<file path="src/rtl/spiov_pkg.sv">
`timescale 1ns/1ps
package spiov_pkg;
  localparam int unsigned DW        = 32;
  localparam int unsigned B_SCK     = 0;
  localparam int unsigned B_CS      = 1;
  localparam int unsigned B_MOSI    = 2;
  localparam int unsigned B_MISO    = 3;
  localparam int unsigned B_REQ     = 4;
  localparam int unsigned B_GNT     = 5;
  localparam int unsigned B_BUSY    = 30;
  localparam int unsigned B_ERR     = 31;
  localparam int unsigned B_WEN_LO  = 4;
  localparam logic [DW-1:0] PIN_WMASK = 32'h0000_0017;
  localparam logic [DW-1:0] PIN_RST   = 32'h0000_0002;

  typedef enum logic [1:0] {
    WEN_ILL0 = 2'b00,
    WEN_OFF  = 2'b01,
    WEN_ON   = 2'b10,
    WEN_ILL3 = 2'b11
  } wen_e;

  typedef struct packed {
    logic sck;
    logic cs_n;
    logic mosi;
  } spi_out_t;
endpackage

</file>
<file path="src/rtl/spiov_sync.sv">
`timescale 1ns/1ps
module spiov_sync #(
  parameter int unsigned STAGES = 2
) (
  input  logic clk,
  input  logic rst_n,
  input  logic d,
  output logic q
);
  logic [STAGES-1:0] chain;

  generate
    for (genvar i = 0; i < STAGES; i++) begin : g_stage
      if (i == 0) begin : g_first
        always_ff @(posedge clk or negedge rst_n)
          if (!rst_n) chain[0] <= 1'b0;
          else        chain[0] <= d;
      end else begin : g_rest
        always_ff @(posedge clk or negedge rst_n)
          if (!rst_n) chain[i] <= 1'b0;
          else        chain[i] <= chain[i-1];
      end
    end
  endgenerate

  assign q = chain[STAGES-1];
endmodule

</file>
<file path="src/rtl/spiov_arbiter.sv">
`timescale 1ns/1ps
module spiov_arbiter (
  input  logic clk,
  input  logic rst_n,
  input  logic req,
  input  logic busy,
  output logic gnt
);
  logic gnt_d;

  always_comb begin
    if (!req)      gnt_d = 1'b0;
    else if (gnt)  gnt_d = 1'b1;
    else           gnt_d = !busy;
  end

  always_ff @(posedge clk or negedge rst_n)
    if (!rst_n) gnt <= 1'b0;
    else        gnt <= gnt_d;

  // a grant only starts after request seen with the engine idle
  p_gnt_needs_idle_r3: assert property (@(posedge clk) disable iff (!rst_n)
    $rose(gnt) |-> $past(req && !busy));
  // a busy engine keeps an ungranted bus ungranted
  p_busy_blocks_r3: assert property (@(posedge clk) disable iff (!rst_n)
    (!gnt && busy) |=> !gnt);
  // dropping request drops the grant on the next edge
  p_gnt_drop_r4: assert property (@(posedge clk) disable iff (!rst_n)
    !req |=> !gnt);
endmodule

</file>
<file path="src/rtl/spiov_regs.sv">
`timescale 1ns/1ps
module spiov_regs
  import spiov_pkg::*;
#(
  parameter int unsigned ADDR_W   = 8,
  parameter logic [ADDR_W-1:0] PIN_OFS  = 8'h1C,
  parameter logic [ADDR_W-1:0] CTRL_OFS = 8'h10
) (
  input  logic              clk,
  input  logic              rst_n,
  input  logic              reg_en,
  input  logic              reg_we,
  input  logic [ADDR_W-1:0] reg_addr,
  input  logic [DW-1:0]     reg_wdata,
  output logic [DW-1:0]     reg_rdata,
  output logic              reg_rvalid,
  input  logic              miso_s,
  input  logic              gnt,
  input  logic              busy,
  input  logic              err,
  output logic              req,
  output spi_out_t          sw_pins,
  output logic              flash_wr_en
);
  logic [DW-1:0] pin_q;
  wen_e          wen_q;
  logic          hit_pin, hit_ctrl, wr_ctrl;
  logic [1:0]    wen_in;
  logic [DW-1:0] rd_pin, rd_ctrl, rd_mux;

  assign hit_pin  = (reg_addr == PIN_OFS);
  assign hit_ctrl = (reg_addr == CTRL_OFS);
  assign wr_ctrl  = reg_en && reg_we && hit_ctrl;
  assign wen_in   = reg_wdata[B_WEN_LO+1:B_WEN_LO];

  always_ff @(posedge clk or negedge rst_n)
    if (!rst_n)
      pin_q <= PIN_RST;
    else if (reg_en && reg_we && hit_pin)
      pin_q <= (pin_q & ~PIN_WMASK) | (reg_wdata & PIN_WMASK);

  always_ff @(posedge clk or negedge rst_n)
    if (!rst_n)
      wen_q <= WEN_OFF;
    else if (wr_ctrl && (wen_in == WEN_OFF || wen_in == WEN_ON))
      wen_q <= wen_e'(wen_in);

  always_comb begin
    rd_pin          = pin_q & PIN_WMASK;
    rd_pin[B_MISO]  = miso_s;
    rd_pin[B_GNT]   = gnt;
    rd_pin[B_BUSY]  = busy;
    rd_pin[B_ERR]   = err;
    rd_ctrl         = '0;
    rd_ctrl[B_WEN_LO+1:B_WEN_LO] = wen_q;
    if (hit_pin)       rd_mux = rd_pin;
    else if (hit_ctrl) rd_mux = rd_ctrl;
    else               rd_mux = '0;
  end

  always_ff @(posedge clk or negedge rst_n)
    if (!rst_n) begin
      reg_rdata  <= '0;
      reg_rvalid <= 1'b0;
    end else begin
      reg_rvalid <= reg_en && !reg_we;
      if (reg_en && !reg_we) reg_rdata <= rd_mux;
    end

  assign req          = pin_q[B_REQ];
  assign sw_pins.sck  = pin_q[B_SCK];
  assign sw_pins.cs_n = pin_q[B_CS];
  assign sw_pins.mosi = pin_q[B_MOSI];
  assign flash_wr_en  = (wen_q == WEN_ON);

  // the field never holds a forbidden code
  p_wen_legal_r6: assert property (@(posedge clk) disable iff (!rst_n)
    (wen_q == WEN_OFF) || (wen_q == WEN_ON));
  // forbidden codes leave the field as it was
  p_wen_hold_r6: assert property (@(posedge clk) disable iff (!rst_n)
    (wr_ctrl && (wen_in == WEN_ILL0 || wen_in == WEN_ILL3)) |=> $stable(wen_q));
  // a response only follows an accepted read
  p_rvalid_r11: assert property (@(posedge clk) disable iff (!rst_n)
    reg_rvalid |-> $past(reg_en && !reg_we));
endmodule

</file>
<file path="src/rtl/spi_pin_override.sv">
`timescale 1ns/1ps
module spi_pin_override
  import spiov_pkg::*;
#(
  parameter int unsigned ADDR_W      = 8,
  parameter int unsigned SYNC_STAGES = 2
) (
  input  logic              clk,
  input  logic              rst_n,
  input  logic              reg_en,
  input  logic              reg_we,
  input  logic [ADDR_W-1:0] reg_addr,
  input  logic [31:0]       reg_wdata,
  output logic [31:0]       reg_rdata,
  output logic              reg_rvalid,
  input  logic              nat_sck,
  input  logic              nat_cs_n,
  input  logic              nat_mosi,
  input  logic              nat_busy,
  input  logic              nat_err,
  output logic              spi_sck,
  output logic              spi_cs_n,
  output logic              spi_mosi,
  input  logic              spi_miso,
  output logic              flash_wr_en
);
  logic     miso_s, gnt, req;
  spi_out_t sw_pins;

  spiov_sync #(.STAGES(SYNC_STAGES)) u_sync (
    .clk(clk), .rst_n(rst_n), .d(spi_miso), .q(miso_s));

  spiov_arbiter u_arb (
    .clk(clk), .rst_n(rst_n), .req(req), .busy(nat_busy), .gnt(gnt));

  spiov_regs #(.ADDR_W(ADDR_W), .PIN_OFS(ADDR_W'(8'h1C)), .CTRL_OFS(ADDR_W'(8'h10))) u_regs (
    .clk(clk), .rst_n(rst_n), .reg_en(reg_en), .reg_we(reg_we),
    .reg_addr(reg_addr), .reg_wdata(reg_wdata), .reg_rdata(reg_rdata),
    .reg_rvalid(reg_rvalid), .miso_s(miso_s), .gnt(gnt), .busy(nat_busy),
    .err(nat_err), .req(req), .sw_pins(sw_pins), .flash_wr_en(flash_wr_en));

  always_comb begin
    if (gnt) begin
      spi_sck  = sw_pins.sck;
      spi_cs_n = sw_pins.cs_n;
      spi_mosi = sw_pins.mosi;
    end else begin
      spi_sck  = nat_sck;
      spi_cs_n = nat_cs_n;
      spi_mosi = nat_mosi;
    end
  end

  // pins leave the engine only while a request is standing
  p_pins_need_req_r5: assert property (@(posedge clk) disable iff (!rst_n)
    (spi_sck != nat_sck) |-> $past(req));
endmodule

</file>
<file path="config.mk">
export PLATFORM = sky130hd
export DESIGN_NAME = spi_pin_override
export DESIGN_NICKNAME = d
export VERILOG_FILES = /design/src/rtl/spiov_pkg.sv /design/src/rtl/spiov_sync.sv /design/src/rtl/spiov_arbiter.sv /design/src/rtl/spiov_regs.sv /design/src/rtl/spi_pin_override.sv
export SDC_FILE = /design/constraint.sdc
export NUM_CORES = 1
export LEC_CHECK = 0
export CORE_MARGIN = 5
export CORE_UTILIZATION = 33
export DETAILED_ROUTE_END_ITERATION = 7
export GPL_ROUTABILITY_DRIVEN = 0
export PLACE_DENSITY_LB_ADDON = 0.15
export SYNTH_ARGS = -nofsm -noshare
export SYNTH_HDL_FRONTEND = slang
export SYNTH_SLANG_ARGS = --single-unit
export TNS_END_PERCENT = 100
</file>
<file path="constraint.sdc">
create_clock -name clk -period 3.5 [get_ports clk]
set_clock_uncertainty 0.2 [all_clocks]
set_input_delay 0.7 -clock clk [delete_from_list [all_inputs] [get_ports clk]]
set_output_delay 0.7 -clock clk [all_outputs]
set_load 0.02 [all_outputs]
</file>
; Word level (Yosys, flattened, before mapping)
; Index checks and enable logic that the tools add are counted.
[word_totals]
regBits = 70
[op_classes]
n_reduce_logical = 8
n_eq_ne = 5
bitwise = 1
mux = 7
[op_table]
columns = op, n
row1 = $mux 32, 1
row2 = $or 32x5->32, 1
row3 = $eq 8x5->1 const B, 2
row4 = $mux 6, 1
row5 = $logic_and 1x1->1, 5
row6 = $mux 1, 5
row7 = $eq 2x2->1 const B, 2
row8 = $eq 2x1->1 const B, 1
row9 = $logic_not 1->1, 2
row10 = $logic_or 1x1->1, 1

; Depth between registers and ports, before layout
[depth]
ltp_word = 3
ltp_mapped = 6
ltp_nobuf = 4

; Hierarchy
; From an unflattened synthesis, not the netlist that was laid out.
[unflattened]
hier_cells = 84
area_unflattened_um2 = 969.7
[by_module_without_submodules]
columns = module, cells_each, instances, seq_area_each_um2, area_each_um2
row1 = spiov_regs, 76, 1, 377.9, 849.6
row2 = spiov_sync, 2, 1, 50.0, 50.0
row3 = spiov_arbiter, 3, 1, 25.0, 36.3
row4 = spi_pin_override, 3, 1, 0.0, 33.8

; Worst setup path after synthesis
; No wires, ideal clock.
[synth_timing]
path_kind = input port to flip-flop
from = input port reg_addr[3]
to = register u_regs.wen_q[0]
slack_ns = 1.520
n_path_buf = 0
stages = 3
arrival_ns = 1.681
cell_sequence = or4_1 -> o41ai_2 -> o221ai_1
[synth_via]
elab_chain_cells = 3
[synth_rtl]
columns = item, line_no
row1 = "start, declared", spi_pin_override.sv:12  ; input logic [ADDR_W-1:0] reg_addr,
row2 = $eq 8x5->1, spiov_regs.sv:32  ; assign hit_ctrl = (reg_addr == CTRL_OFS);
row3 = $logic_and 1x1->1, spiov_regs.sv:33  ; assign wr_ctrl = reg_en && reg_we && hit_ctrl;
row4 = $logic_and 1x1->1, spiov_regs.sv:45  ; else if (wr_ctrl && (wen_in == WEN_OFF || wen_in == WEN_ON))
row5 = "end signal, assigned", spiov_regs.sv:46  ; wen_q <= wen_e'(wen_in);
row6 = "end, declared", spiov_regs.sv:26  ; wen_e wen_q;
; Every way passes these cells.
; A chain may end at the register's enable or synchronous reset.

; Final worst setup path
[layout_timing]
from = input port nat_cs_n
to = output port spi_cs_n
[layout_via]
elab_chain_cells = 1
[layout_rtl]
columns = item, line_no
row1 = "start, declared", spi_pin_override.sv:17  ; input logic nat_cs_n,
row2 = $mux 1, spi_pin_override.sv:43  ; if (gnt) begin
row3 = "end, declared", spi_pin_override.sv:22  ; output logic spi_cs_n,
; Every way passes these cells.

==> run summary <==
The ratio of cells with drive above 1 in the final layout is 13.9%. Setup violations remaining at the end of the flow were counted as 0. The number of instances resized during post-cts repair came out at 0.

After filler insertion, the fill cell instance count of the layout stands at 260. In this run the static leakage power is 0.586 nW. The region available for standard cell placement spans 2810 um^2. The warning count from the yosys run is 0. STA classifies the critical path endpoint as an output pin. Once the floorplan was initialized, standard cells occupied 35.1% of the core. The area growth from synthesis to layout is 32.4%. The deepest clock path buffer count came out at 2. The final worst-path cycle share came out at 79.8%. The routed wire length per instance is 14.6 um. The number of buffers inserted to repair setup after CTS came out at 0. The synthesized netlist occupies a cell area of 985 um^2. The standard cell with the maximum stage delay on the critical path is sky130_fd_sc_hd__clkdlybuf4s50_1. The summed negative setup slack over all endpoints is 0 ns.

In the global route stage, overall resource usage came out at 11.1%. The count of buffers inserted at the top-level ports is 35. The signal on the critical path passes through clkdlybuf4s50_1 > mux2_2 > clkdlybuf4s50_1. The antenna diode instance count came out at 0. For the pin with the worst max-slew slack, the measured transition is 0.795 ns. For the worst setup path, the data required time is 2.60 ns. The maximum number of pins on one net before global-route repair came out at 19. The peak fanout along the critical path is 1. Synthesis handed over a netlist of 86 instances. The initial antenna violation count is 0. The number of placed I/O pins came out at 87. The critical path is of the input pin to output pin type. The die boundary height is 64.6 um.

Dividing total power by cell area gives a power density of 323 nW/um^2. The post-detailed-placement cell area came out at 1270 um^2. The number of buffers created by CTS is 3. The sequential fraction of the synthesis area is 46.0%.

The unique cell type count in the Yosys netlist is 30. The H-tree depth reported by CTS came out at 1. The estimated wirelength of the detail-placed design came out at 1.82 mm. The shortest clock period the worst path allows after layout came out at 2.79 ns. The wire length of the first global-routing pass came out at 3.63 mm. STA puts the critical path data arrival time at 1.89 ns. After synthesis the netlist holds a flip-flop and latch count of 18. Leaving out fill and tap cells, the most frequent cells in the layout are sky130_fd_sc_hd__clkdlybuf4s50_1 (35), sky130_fd_sc_hd__conb_1 (24), sky130_fd_sc_hd__dfrtp_1 (16), sky130_fd_sc_hd__mux2_2 (7), sky130_fd_sc_hd__a22o_1 (6).

The first TritonRoute pass finished after 4 iterations. The worst hold path was traced through 0 stages. The max-capacitance violation count came out at 0. In the final design database the tool counted 173 nets. The clock sink count came out at 18. The largest single stage delay on the critical path is 0.54 ns. The residual overflow from global routing is 0. The maximum operating frequency came out at 358 MHz. The number of global-route vias before repair is 802. CTS placed an instance of sky130_fd_sc_hd__clkbuf_4 at the clock tree root.

The detailed router's first-iteration violation count came out at 19. The library cell appearing most often on the critical path is sky130_fd_sc_hd__clkdlybuf4s50_1. Averaged over all synthesized cells, the footprint is 11.4 um^2. The clock insertion delay at the later pin of the skew report is 0.29 ns. The final hold violation count came out at 0. The number of vias after detailed routing came out at 745. The footprint of the multi-input gates is 414 um^2. STA classifies the critical path startpoint as an input pin. The residual antenna-violating net count after detailed routing is 0. The die is 64.6 um wide. Counting cells, the worst reg-to-reg path comes to 3. The highest ir drop seen on vdd came out at 0.247 mV. The worst max-slew margin expressed relative to the limit came out at 46.8%. The min-delay analysis places its worst path in the category register to register.

Setup repair after global routing left no endpoint under its margin. The area of all placed cells without fillers came out at 1300 um^2. The run finished with clean final reports.

TritonCTS built the clock tree. The site row count is 19. The total die area came out at 4180 um^2.

Clock-pin slew was measured on the worst setup and hold paths at 0.10 ns. The final number of max-transition violations is 0. Leaving out fill and tap cells, the most frequent cell in the layout is sky130_fd_sc_hd__clkdlybuf4s50_1. The post-route DRC violation count is 0. The post-detailed-route via-to-cell ratio came out at 4.87. In the final layout, flip-flops and latches occupy 453 um^2. The final wirelength is 2.23 mm. Hold repair after CTS inserted 0 buffers.
synth_stat cells:
cell	n	area, um^2
sky130_fd_sc_hd__a22o_1	6	52.6
sky130_fd_sc_hd__nand2b_1	2	12.5
sky130_fd_sc_hd__nor2b_1	1	6.26
sky130_fd_sc_hd__dfrtp_1	16	400
sky130_fd_sc_hd__nand2_1	3	11.3
sky130_fd_sc_hd__inv_1	2	7.51
sky130_fd_sc_hd__a31oi_1	1	6.26
sky130_fd_sc_hd__a21boi_0	1	7.51
sky130_fd_sc_hd__nand3_1	1	5.00
sky130_fd_sc_hd__and3_1	1	6.26
sky130_fd_sc_hd__mux2_2	7	78.8
sky130_fd_sc_hd__conb_1	1	3.75
sky130_fd_sc_hd__nor4_1	2	12.5
sky130_fd_sc_hd__nand4b_1	1	8.76
sky130_fd_sc_hd__nor4bb_1	1	10.0
sky130_fd_sc_hd__o221ai_1	1	8.76
sky130_fd_sc_hd__or4b_4	1	13.8
sky130_fd_sc_hd__o311ai_1	1	8.76
sky130_fd_sc_hd__o31ai_1	1	7.51
sky130_fd_sc_hd__nand4_1	1	6.26
sky130_fd_sc_hd__buf_4	25	188
sky130_fd_sc_hd__nor4b_2	1	15.0
sky130_fd_sc_hd__o41ai_2	1	16.3
sky130_fd_sc_hd__nor2_1	1	3.75
sky130_fd_sc_hd__dfstp_2	2	52.6
sky130_fd_sc_hd__o2bb2ai_1	1	8.76
sky130_fd_sc_hd__inv_2	1	3.75
sky130_fd_sc_hd__or4_1	1	7.51
sky130_fd_sc_hd__buf_2	1	5.00
sky130_fd_sc_hd__a221o_1	1	10.0
metal layers:
layer  GRT usage (%)  part of all wire [%]  vias to the layer above  wire length, um
li1                -                     -                      339                -
met1            12.4                    39                      364              882
met2            20.1                    52                       42             1160
met4            2.64                     0                        0                0
met5               0                     0                        -                0
met3            3.80                   8.3                        0              186
sequential cells by signal, summed over array words and instances, names as in the netlist:
| signal | cells |
|---|---|
| u_regs.wen_q | 2 |
| u_regs.reg_rdata | 8 |
| u_sync.chain | 1 |
| u_sync.q | 1 |
| u_regs.pin_q | 4 |
| u_arb.gnt | 1 |
| u_regs.reg_rvalid | 1 |
critical path, delay by kind of cell:
| kind | cells | cell delay [ns] |
|---|---|---|
| buf+inv | 2 | 0.94 |
| mux | 1 | 0.26 |
per-stage QoR:
stage          hold WS (ns)  util (%)  total power [mW]  instances  worst slack (ns)
2_1_floorplan         0.131         -             0.280        109              1.52
3_3_place_gp          0.134      45.2             0.300        149             0.699
3_5_place_dp          0.146      45.2             0.301        149             0.710
4_1_cts               0.170      46.5             0.428        153             0.698
5_1_grt               0.178      46.5             0.443        153             0.677
6_report              0.165      46.5             0.422        153             0.708
path summary, 6_finish.rpt:
| kind | start | to | slack, ns |
|---|---|---|---|
| min | u_sync.chain[0]$_DFF_PN0_ | u_sync.q$_DFF_PN0_ | 0.17 |
| min in group asynchronous | rst_n | u_regs.reg_rdata[1]$_DFFE_PN0P_ | 0.67 |
| max reg2reg | u_regs.wen_q[0]$_DFFE_PN1P_ | u_regs.reg_rdata[4]$_DFFE_PN0P_ | 2.18 |
| min reg2reg | u_sync.chain[0]$_DFF_PN0_ | u_sync.q$_DFF_PN0_ | 0.17 |
| max | nat_cs_n | spi_cs_n | 0.71 |
| max in group asynchronous | rst_n | u_regs.reg_rdata[3]$_DFFE_PN0P_ | 1.94 |
cell families (layout without fill, tap and decap cells):
logic type | Yosys count | after routing | share of synthesized area, %
AND/OR/NAND/NOR | 17 | 17 | 12.1
multiplexers | 7 | 7 | 8.01
flip-flops | 18 | 18 | 46.0
AO/OA/AOI/OAI | 14 | 14 | 12.8
buffers and inverters | 29 | 42 | 20.7
other | 1 | 24 | 0.381
layout make-up:
class                           instances  area share [%]
Sequential cell                        18            34.7
Multi-Input combinational cell         62            31.8
Tap cell                               31            2.98
Clock buffer                            4            2.78
Timing Repair Buffer                   35            26.9
Inverter                                3           0.864
power by group:
part	switching [mW]	internal (mW)
registers	0.00244	0.213
clock network	0.0608	0.0633
logic	0.0476	0.0347
total	0.111	0.311
No activity file was read; power rests on OpenSTA's default activity.
